### src/rtl/mrx_pkg.sv
package mrx_pkg;
  localparam int LANE_W = 8;
  localparam logic [LANE_W-1:0] CH_START = 8'hFB;
  localparam logic [LANE_W-1:0] CH_TERM  = 8'hFD;
  localparam logic [LANE_W-1:0] CH_ERROR = 8'hFE;
  localparam logic [LANE_W-1:0] CH_IDLE  = 8'h07;
  localparam logic [LANE_W-1:0] BY_PRE   = 8'h55;
  localparam logic [LANE_W-1:0] BY_SFD   = 8'hD5;
endpackage

### src/rtl/mrx_lane_class.sv
module mrx_lane_class #(
  parameter int LANES = 8
) (
  input  logic [LANES*mrx_pkg::LANE_W-1:0] data,
  input  logic [LANES-1:0]                 ctl,
  output logic [LANES-1:0]                 is_term,
  output logic [LANES-1:0]                 is_bad,
  output logic                             start0
);
  localparam int LW = mrx_pkg::LANE_W;

  for (genvar i = 0; i < LANES; i++) begin : g_lane
    logic [LW-1:0] byte_i;
    assign byte_i     = data[i*LW +: LW];
    assign is_term[i] = ctl[i] && (byte_i == mrx_pkg::CH_TERM);
    // any control character that is not a terminate is an in-frame fault
    assign is_bad[i]  = ctl[i] && (byte_i != mrx_pkg::CH_TERM);
  end

  assign start0 = ctl[0] && (data[LW-1:0] == mrx_pkg::CH_START);
endmodule

### src/rtl/mrx_sof_check.sv
module mrx_sof_check #(
  parameter int LANES = 8
) (
  input  logic [LANES*mrx_pkg::LANE_W-1:0] data,
  input  logic [LANES-1:0]                 ctl,
  output logic                             sof_ok
);
  localparam int LW = mrx_pkg::LANE_W;
  logic [LANES-1:0] lane_ok;

  for (genvar i = 0; i < LANES; i++) begin : g_chk
    if (i == 0) begin : g_first
      assign lane_ok[i] = ctl[i] && (data[LW-1:0] == mrx_pkg::CH_START);
    end else if (i == LANES-1) begin : g_sfd
      assign lane_ok[i] = !ctl[i] && (data[i*LW +: LW] == mrx_pkg::BY_SFD);
    end else begin : g_pre
      assign lane_ok[i] = !ctl[i] && (data[i*LW +: LW] == mrx_pkg::BY_PRE);
    end
  end

  assign sof_ok = &lane_ok;
endmodule

### src/rtl/mrx_term_scan.sv
module mrx_term_scan #(
  parameter int LANES = 8
) (
  input  logic [LANES-1:0] is_term,
  input  logic [LANES-1:0] is_bad,
  output logic             found,
  output logic [LANES-1:0] keep,
  output logic             prefix_bad
);
  // lanes are walked in arrival order; everything at or after the first
  // terminate is dropped
  always_comb begin
    logic seen;
    seen       = 1'b0;
    prefix_bad = 1'b0;
    keep       = '0;
    for (int i = 0; i < LANES; i++) begin
      keep[i]    = !seen;
      seen       = seen | is_term[i];
      if (keep[i] && !is_term[i]) prefix_bad = prefix_bad | is_bad[i];
      if (is_term[i]) keep[i] = 1'b0;
    end
    found = seen;
  end
endmodule

### src/rtl/mrx_frame_extract.sv
module mrx_frame_extract #(
  parameter int LANES = 8
) (
  input  logic                             clk,
  input  logic                             rst_n,
  input  logic                             mii_vld,
  input  logic                             mii_am,
  input  logic [LANES*mrx_pkg::LANE_W-1:0] mii_data,
  input  logic [LANES-1:0]                 mii_ctl,
  output logic                             rx_vld,
  output logic [LANES*mrx_pkg::LANE_W-1:0] rx_data,
  output logic [LANES-1:0]                 rx_be,
  output logic                             rx_sop,
  output logic                             rx_eop,
  output logic                             rx_err,
  output logic                             sof_err
);
  localparam int LW = mrx_pkg::LANE_W;
  localparam int DW = LANES * LW;
  localparam logic [LANES-1:0] ONE_L = {{(LANES-1){1'b0}}, 1'b1};

  logic [LANES-1:0] is_term, is_bad, keep;
  logic             start0, sof_ok, found, prefix_bad;

  mrx_lane_class #(.LANES(LANES)) u_class (
    .data(mii_data), .ctl(mii_ctl),
    .is_term(is_term), .is_bad(is_bad), .start0(start0)
  );

  mrx_sof_check #(.LANES(LANES)) u_sof (
    .data(mii_data), .ctl(mii_ctl), .sof_ok(sof_ok)
  );

  mrx_term_scan #(.LANES(LANES)) u_scan (
    .is_term(is_term), .is_bad(is_bad),
    .found(found), .keep(keep), .prefix_bad(prefix_bad)
  );

  // frame state
  logic in_frame, sop_pend, err_acc;
  logic in_frame_n, sop_pend_n, err_acc_n;

  // next output
  logic          vld_n, sop_n, eop_n, err_n, pe_n;
  logic [LANES-1:0] be_n;
  logic [DW-1:0] data_n;

  logic take;
  assign take = mii_vld && !mii_am;

  always_comb begin
    in_frame_n = in_frame;
    sop_pend_n = sop_pend;
    err_acc_n  = err_acc;
    vld_n = 1'b0;
    sop_n = 1'b0;
    eop_n = 1'b0;
    err_n = 1'b0;
    pe_n  = 1'b0;
    be_n  = '0;
    if (take) begin
      if (in_frame) begin
        vld_n      = 1'b1;
        sop_n      = sop_pend;
        sop_pend_n = 1'b0;
        if (start0) begin
          // restart: close the running frame as failed
          eop_n      = 1'b1;
          err_n      = 1'b1;
          in_frame_n = 1'b0;
        end else begin
          be_n      = keep;
          err_acc_n = err_acc | prefix_bad;
          if (found) begin
            eop_n      = 1'b1;
            err_n      = err_acc | prefix_bad;
            in_frame_n = 1'b0;
          end
        end
      end
      if (start0) begin
        if (sof_ok) begin
          in_frame_n = 1'b1;
          sop_pend_n = 1'b1;
          err_acc_n  = 1'b0;
        end else begin
          pe_n = 1'b1;
        end
      end
    end
  end

  for (genvar i = 0; i < LANES; i++) begin : g_mask
    assign data_n[i*LW +: LW] = be_n[i] ? mii_data[i*LW +: LW] : '0;
  end

  always_ff @(posedge clk or negedge rst_n) begin
    if (!rst_n) begin
      in_frame <= 1'b0;
      sop_pend <= 1'b0;
      err_acc  <= 1'b0;
      rx_vld   <= 1'b0;
      rx_sop   <= 1'b0;
      rx_eop   <= 1'b0;
      rx_err   <= 1'b0;
      sof_err  <= 1'b0;
      rx_be    <= '0;
      rx_data  <= '0;
    end else begin
      in_frame <= in_frame_n;
      sop_pend <= sop_pend_n;
      err_acc  <= err_acc_n;
      rx_vld   <= vld_n;
      rx_sop   <= sop_n;
      rx_eop   <= eop_n;
      rx_err   <= err_n;
      sof_err  <= pe_n;
      if (vld_n) begin
        rx_be   <= be_n;
        rx_data <= data_n;
      end
    end
  end

  // quiet output during and right after reset
  p_quiet_reset_r1: assert property (@(posedge clk)
    !rst_n |=> (!rx_vld && !sof_err));

  // a gap cycle emits nothing and freezes the frame state
  p_gap_hold_r2: assert property (@(posedge clk) disable iff (!rst_n)
    !mii_vld |=> (!rx_vld && !sof_err && $stable(in_frame) && $stable(sop_pend)));

  // a delimiter fault never leaves a frame open
  p_bad_sof_closed_r4: assert property (@(posedge clk) disable iff (!rst_n)
    sof_err |-> !in_frame);

  // byte enables form a contiguous run from lane 0
  p_be_contig_r6: assert property (@(posedge clk) disable iff (!rst_n)
    rx_vld |-> ((rx_be & (rx_be + ONE_L)) == '0));

  // the error flag only rides on the final word
  p_err_final_r7: assert property (@(posedge clk) disable iff (!rst_n)
    rx_err |-> rx_eop);

  // alignment-marker words are invisible
  p_am_silent_r10: assert property (@(posedge clk) disable iff (!rst_n)
    (mii_vld && mii_am) |=> (!rx_vld && !sof_err && $stable(in_frame)
                              && $stable(sop_pend) && $stable(err_acc)));

  // markers only with a valid word
  p_marks_vld_r11: assert property (@(posedge clk) disable iff (!rst_n)
    (rx_sop || rx_eop || rx_err) |-> rx_vld);
endmodule

### config.mk
export PLATFORM = sky130hd
export DESIGN_NAME = mrx_frame_extract
export DESIGN_NICKNAME = d
export VERILOG_FILES = /design/src/rtl/mrx_pkg.sv /design/src/rtl/mrx_lane_class.sv /design/src/rtl/mrx_sof_check.sv /design/src/rtl/mrx_term_scan.sv /design/src/rtl/mrx_frame_extract.sv
export SDC_FILE = /design/constraint.sdc
export NUM_CORES = 1
export LEC_CHECK = 0
export ABC_AREA = 1
export ABC_CLOCK_PERIOD_IN_PS = 1200
export BUFFER_PORTS_ARGS = -buffer_cell sky130_fd_sc_hd__buf_2
export CORE_AREA = 2 2 96 98
export CTS_CLUSTER_DIAMETER = 60
export DETAILED_ROUTE_END_ITERATION = 8
export DIE_AREA = 0 0 98 100
export HOLD_SLACK_MARGIN = 0.02
export PLACE_DENSITY_LB_ADDON = 0.2
export SYNTH_ARGS = -nofsm -noshare
export SYNTH_HDL_FRONTEND = slang
export SYNTH_SLANG_ARGS = --single-unit
### constraint.sdc
create_clock -name clk -period 1.2 [get_ports clk]
set_clock_uncertainty 0.1 [all_clocks]
set_input_delay 0.18 -clock clk [delete_from_list [all_inputs] [get_ports clk]]
set_output_delay 0.18 -clock clk [all_outputs]
set_load 0.03 [all_outputs]
Word-level counts from Yosys, hierarchy flattened

Cells that the tools add are included.

Logic and storage cells: 158
Bits of input ports: 76
Output and inout bits: 77
Bits in registers: 80

Bitwise operators: 15
Reductions and logical operators: 55
Multiplexer cells: 54
Equality and inequality tests: 24

Operators by type and width:

| operator           | number |
|---|---|
| $mux 8             | 11 |
| $eq 8x8->1 const B | 10 |
| $ne 8x8->1 const B | 8 |
| $eq 8x7->1 const B | 6 |
| $mux 1             | 43 |
| $logic_and 1x1->1  | 32 |
| $logic_not 1->1    | 22 |
| $or 1x1->1         | 15 |
| $reduce_and 8->1   | 1 |

Longest topological paths before layout

Depth in word-level cells: 22
Mapped depth: 14
Gate-level depth less buffers: 14

Modules after synthesis

From an unflattened synthesis, not the netlist that was laid out.

Cell total of the unflattened synthesis: 557
Area, all modules: 3947.5 sq um

By module, submodules not included:

| module            | area an instance (sq um) | times used | cells an instance | seq. area each (sq um) |
|---|---|---|---|---|
| mrx_frame_extract | 3025.4                   | 1          | 340               | 2001.9 |
| mrx_sof_check     | 365.4                    | 1          | 92                | 0.0 |
| mrx_lane_class    | 364.1                    | 1          | 93                | 0.0 |
| mrx_term_scan     | 192.7                    | 1          | 32                | 0.0 |

Worst setup path after synthesis

Ideal clock, no wire load.

Path type: input-to-reg
Start: input port mii_data[6] (netlist name)
End: register rx_err
Setup time: 0.117 ns
Arrival time: 1.177 ns
Cell stages on the path: 10
Data required time: 0.983 ns
Path buffers: 0
Path slack: -0.194 ns
Cells stage by stage: nand2_1 > nor2_4 > nand3_4 > nand4_4 > nor2_4 > nand3_2 > or2_1 > nand2_2 > inv_2 > and2_4

Cells in the longest elaborated chain, start to end: 22
Elaborated cells between the ends (all ways): 47
Classes of those cells: eq/ne (3); mux (12); bitwise (15); reduce/logical (17)

Ends and longest elaborated chain:

| item                                                   | line                                       | RTL |
|---|---|---|
| start: declaration                                     | mrx_frame_extract.sv:8                     | `input logic [LANES*mrx_pkg::LANE_W-1:0] mii_data,` |
| $ne 8x8->1 / $eq 8x8->1 (equally long branches)        | mrx_lane_class.sv:17, mrx_lane_class.sv:15 |  |
| $logic_and 1x1->1 (on tied branches)                   | mrx_lane_class.sv:17, mrx_lane_class.sv:15 |  |
| $mux 1 / $logic_not 1->1 (equally long branches)       | -                                          |  |
| $or 1x1->1 / $logic_and 1x1->1 (equally long branches) | mrx_term_scan.sv:20                        | `if (keep[i] && !is_term[i]) prefix_bad = prefix_bad \| is_bad[i];` |
| $mux 1                                                 | mrx_term_scan.sv:20                        |  |
| $or 1x1->1                                             | mrx_term_scan.sv:20                        |  |
| $mux 1                                                 | mrx_term_scan.sv:20                        |  |
| $or 1x1->1                                             | mrx_term_scan.sv:20                        |  |
| (+7 left out)                                          | -                                          |  |
| $or 1x1->1                                             | mrx_term_scan.sv:20                        |  |
| $mux 1                                                 | mrx_term_scan.sv:20                        |  |
| $or 1x1->1                                             | mrx_frame_extract.sv:76                    | `err_n = err_acc \| prefix_bad;` |
| $mux 1                                                 | mrx_frame_extract.sv:74                    | `if (found) begin` |
| $mux 1 (*)                                             | mrx_frame_extract.sv:66                    | `if (start0) begin` |
| $mux 1 (*)                                             | mrx_frame_extract.sv:62                    | `if (in_frame) begin` |
| $mux 1 (*)                                             | mrx_frame_extract.sv:61                    | `if (take) begin` |
| net err_n                                              | mrx_frame_extract.sv:44                    | `logic vld_n, sop_n, eop_n, err_n, pe_n;` |
| end signal: assignment                                 | mrx_frame_extract.sv:116                   | `rx_err <= err_n;` |
| end: declaration                                       | mrx_frame_extract.sv:15                    | `output logic rx_err,` |

Mark *: on every way through the listed nets, which the timed path passes. The rest lies on a longest branch.
A chain may end at the register's enable or synchronous reset.

Final worst setup path

Start: register in_frame
End: register rx_data[41] (netlist name)

Elaborated cells between the ends (all ways): 5
Classes of those cells: mux (5)

RTL lines:

| item                     | line                     | RTL |
|---|---|---|
| start: declaration       | mrx_frame_extract.sv:40  | `logic in_frame, sop_pend, err_acc;` |
| start signal: assignment | mrx_frame_extract.sv:110 | `in_frame <= in_frame_n;` |
| $mux 1                   | mrx_frame_extract.sv:62  |  |
| $mux 1                   | mrx_frame_extract.sv:61  |  |
| net vld_n                | mrx_frame_extract.sv:44  |  |
| end signal: assignment   | mrx_frame_extract.sv:120 | `rx_data <= data_n;` |
| end: declaration         | mrx_frame_extract.sv:11  | `output logic [LANES*mrx_pkg::LANE_W-1:0] rx_data,` |

The timed path passes the listed nets, and every way through them passes these cells.

==> flow_metrics.env <==
export IMPL_fin_ws_ps=-133.2
export IMPL_dp_cells=720
export IMPL_via_per_inst=4.920
export IMPL_violations="negative setup slack"
export IMPL_finalHoldViolCount=0
export IMPL_die_area_um2=9800
export IMPL_drive_gt1_share_pct=53.63
export IMPL_cts_num_sinks=80
export IMPL_start_util_pct=40.45
export IMPL_crit_buf_inv=3
export IMPL_cp_slowest_cell="dfrtp_1"
export IMPL_ir_worst_vdd_mv=0.5282
export IMPL_synth_cell_area_um2=3596
export IMPL_gp_congestion=0.7857
export IMPL_hold_path_class="in -> reg"
export IMPL_first_iter_violations=179
export IMPL_p_comb_share_pct=12.5
export IMPL_cpPeakStageDelay_ps=370
export IMPL_status="complete, but fails checks"
export IMPL_syn_avg_cell_area_um2=8.857
export IMPL_reg2reg_depth=7
export IMPL_cts_made_buffers=9
export IMPL_grt_use_met1_pct=30.28
export IMPL_synthCells=406
export IMPL_antenna_cells=0
export IMPL_final_cell_count_no_fill=827
export IMPL_relSlewSlack_pct=69.09
export IMPL_final_setup_viol_count=52
export IMPL_synth_net_count=482
export IMPL_critical_path_class="reg -> reg"
export IMPL_pre_cts_ws_ps=-484.4
export IMPL_power_density_nw_per_um2=773.1
export IMPL_yosysWarnings=0
export IMPL_r2r_slack_ps=-130
export IMPL_grt_start_max_net_pins=81
export IMPL_final_util_pct=77.71
export IMPL_cellLeakagePower_uw=0.003665
export IMPL_required_ps=1380
export IMPL_drt_wl_total_mm=13.72
export IMPL_vias=4069
export IMPL_synth_area_leaders="dfrtp_1 (56%), nand2_1 (12%), o21ai_0 (5.8%)"
export IMPL_grt_busiest_layer="met2"
export IMPL_use_met2_pct=41.20
export IMPL_die_h_um=100
export IMPL_wl_per_cell_um=16.59
export IMPL_cp_arrival_ps=1510
export IMPL_slew_viol_final=0
export IMPL_grt_pass1_wl_mm=18.86
export IMPL_met3_usage_pct=6.198
export IMPL_intPower_uw=3986
export IMPL_cts_clk_slew_worst_paths_ps=90
export IMPL_synth_seq_cells=80
export IMPL_worstMarginPinSlew_ps=463.7
export IMPL_yosysSeqAreaShare_pct=55.67
export IMPL_synth_top_area_cell="dfrtp_1"
export IMPL_firstDrtPassIters=4
export IMPL_fmax_mhz=750.1
export IMPL_critPathLaunchType="flip-flop"
export IMPL_antenna_left=0
export IMPL_h_tree_depth=3
export IMPL_portBuffers=152
export IMPL_antenna_found_initial=0
export IMPL_path_max_fanout=6
export IMPL_cts_buffer_depth=2
export IMPL_grt_remaining_overflow=0
export IMPL_dp_hpwl_mm=7.760
export IMPL_seqPwrFrac_pct=50.4
export IMPL_syn_to_final_growth_pct=92.10
export IMPL_crit_chain="nand2_2 > inv_2 > nand2_4 > inv_8 > buf_12 > nand3_4 > o21ai_2"
export IMPL_cpLargestDelayFamily="flip-flops"
export IMPL_power_frac_clock_pct=37.1
export IMPL_drv_cap=0
export IMPL_switching_share_pct=25.35
export IMPL_netlist_area_leader_share_pct=55.67
export IMPL_track_usage_pct=24.10
export IMPL_root_buffer="clkbuf_8"
export IMPL_drc=0
export IMPL_die_width_um=98
export IMPL_fin_crit_ps=1333
export IMPL_synth_distinct_cells=28
export IMPL_min_path_cells=2
export IMPL_pin_count=153
export IMPL_path_depth=7
export IMPL_core_area_um2=8890
export IMPL_grt_pass1_vias=3867
export IMPL_rsz0062_at_grt="yes"
export IMPL_worst_setup_path_end_kind="flip-flop"
export IMPL_cts_tree="built"
export IMPL_rows=35
export IMPL_clk_insertion_delay_late_ps=350
export IMPL_p_switching_uw=1354
export IMPL_period_share_pct=111.1
export IMPL_fin_nets=787
[worst paths after layout]
path,start,to
hold reg to reg,in_frame$_DFFE_PN0P_,in_frame$_DFFE_PN0P_
hold / removal,mii_data[5],rx_data[5]$_DFFE_PN0P_
setup reg to reg,in_frame$_DFFE_PN0P_,rx_data[41]$_DFFE_PN0P_
setup / recovery,in_frame$_DFFE_PN0P_,rx_data[41]$_DFFE_PN0P_
max in group asynchronous,rst_n,rx_data[22]$_DFFE_PN0P_
min in group asynchronous,rst_n,rx_be[3]$_DFFE_PN0P_
[per-stage QoR]
step                TNS, ps  hold WS [ps]  power [µW]  instance area (µm²)
global placement     -25260         145.8        3227                 5010
floorplan             -2257        -215.6        2867                 3671
CTS                   -3007         23.08        5296                 5998
finish                -3245         28.00        5340                 6908
global route          -7277         20.78        5569                 6908
detailed placement   -26460         149.4        3232                 5010
[worst register-to-register path: stages (launching register included)]
cell	delay (ps)
dfrtp_1	370
nand2_2	70
inv_2	80
nand2_4	80
inv_8	100
buf_12	150
nand3_4	140
o21ai_2	170
[what timing repair did]
action / CTS / global route
cloned: 1 / 4
pin swaps: 11 / 29
buffers inserted: 8 / 40
hold buffers: 39 / 0
hold endpoints to repair: 118 / 0
setup endpoints to repair: 123 / 153
gates resized for setup: 146 / 182
[state kept, by name (all words and copies together) (netlist names)]
register and count:
err_acc 1, in_frame 1, rx_be 8, rx_data 64
rx_eop 1, rx_err 1, rx_sop 1, rx_vld 1
sof_err 1, sop_pend 1
[cells by family after synthesis]
family          synth area share (%)
buf+inv                        8.212
flops                          55.67
simple gates                   25.82
compound gates                 10.30
[cell type report]
type | count | area [µm²]
Timing Repair Buffer | 305 | 2668
Tap cell | 111 | 138.9
Inverter | 62 | 250.2
Multi-Input combinational cell | 253 | 1662
Fill cell | 570 | 1982
Sequential cell | 80 | 2002
Clock buffer | 10 | 127.6
Clock inverter | 6 | 60.06
[layer usage]
metal / vias to the layer above / wire length, µm
li1: 1935 / -
met1: 1978 / 5548
met2: 135 / 7154
met3: 21 / 788
met4: 0 / 233
met5: - / 0
[synth_stat cells, drive strengths merged]
master	instances
buf	4
and2	1
a21oi	1
nor2	24
nor4	7
nand4	12
a32o	14
dfrtp	80
clkbuf	8
or2	2
nand2	116
o21ai	45
nand3	23
nor3	6
nand3b	1
inv	62
[power by group through the flow]
| stage | combinational (µW) | sequential (µW) | clock, µW |
|---|---|---|---|
| after floorplan | 119 | 2750 | 0 |
| after global placement | 481 | 2750 | 0 |
| after detailed placement | 485 | 2750 | 0 |
| after CTS | 606 | 2690 | 2000 |
| after global routing | 725 | 2690 | 2150 |
| final | 667 | 2690 | 1980 |
[placed cells by master (no fill, tap or decap), types with 3 or more instances in the layout]
master           n
nor2_4           9
nor2_2           7
inv_4            4
nand3_2          7
nand2_4          4
nand2_2         15
a32o_1          14
inv_1           44
nor3_1           3
nand3_1         12
dlygate4sd3_1   39
clkbuf_8         9
dfrtp_1         80
nor2_1           8
buf_2           65
nand2_1         94
o21ai_2         24
inv_2           13
buf_4          104
nor3_2           3
clkbuf_16        3
nand4_1         10
clkinv_2         3
nor4_1           4
nand3_4          5
nand2_8          3
buf_6           90
o21ai_1         21
No activity file was read; power rests on OpenSTA's default activity.
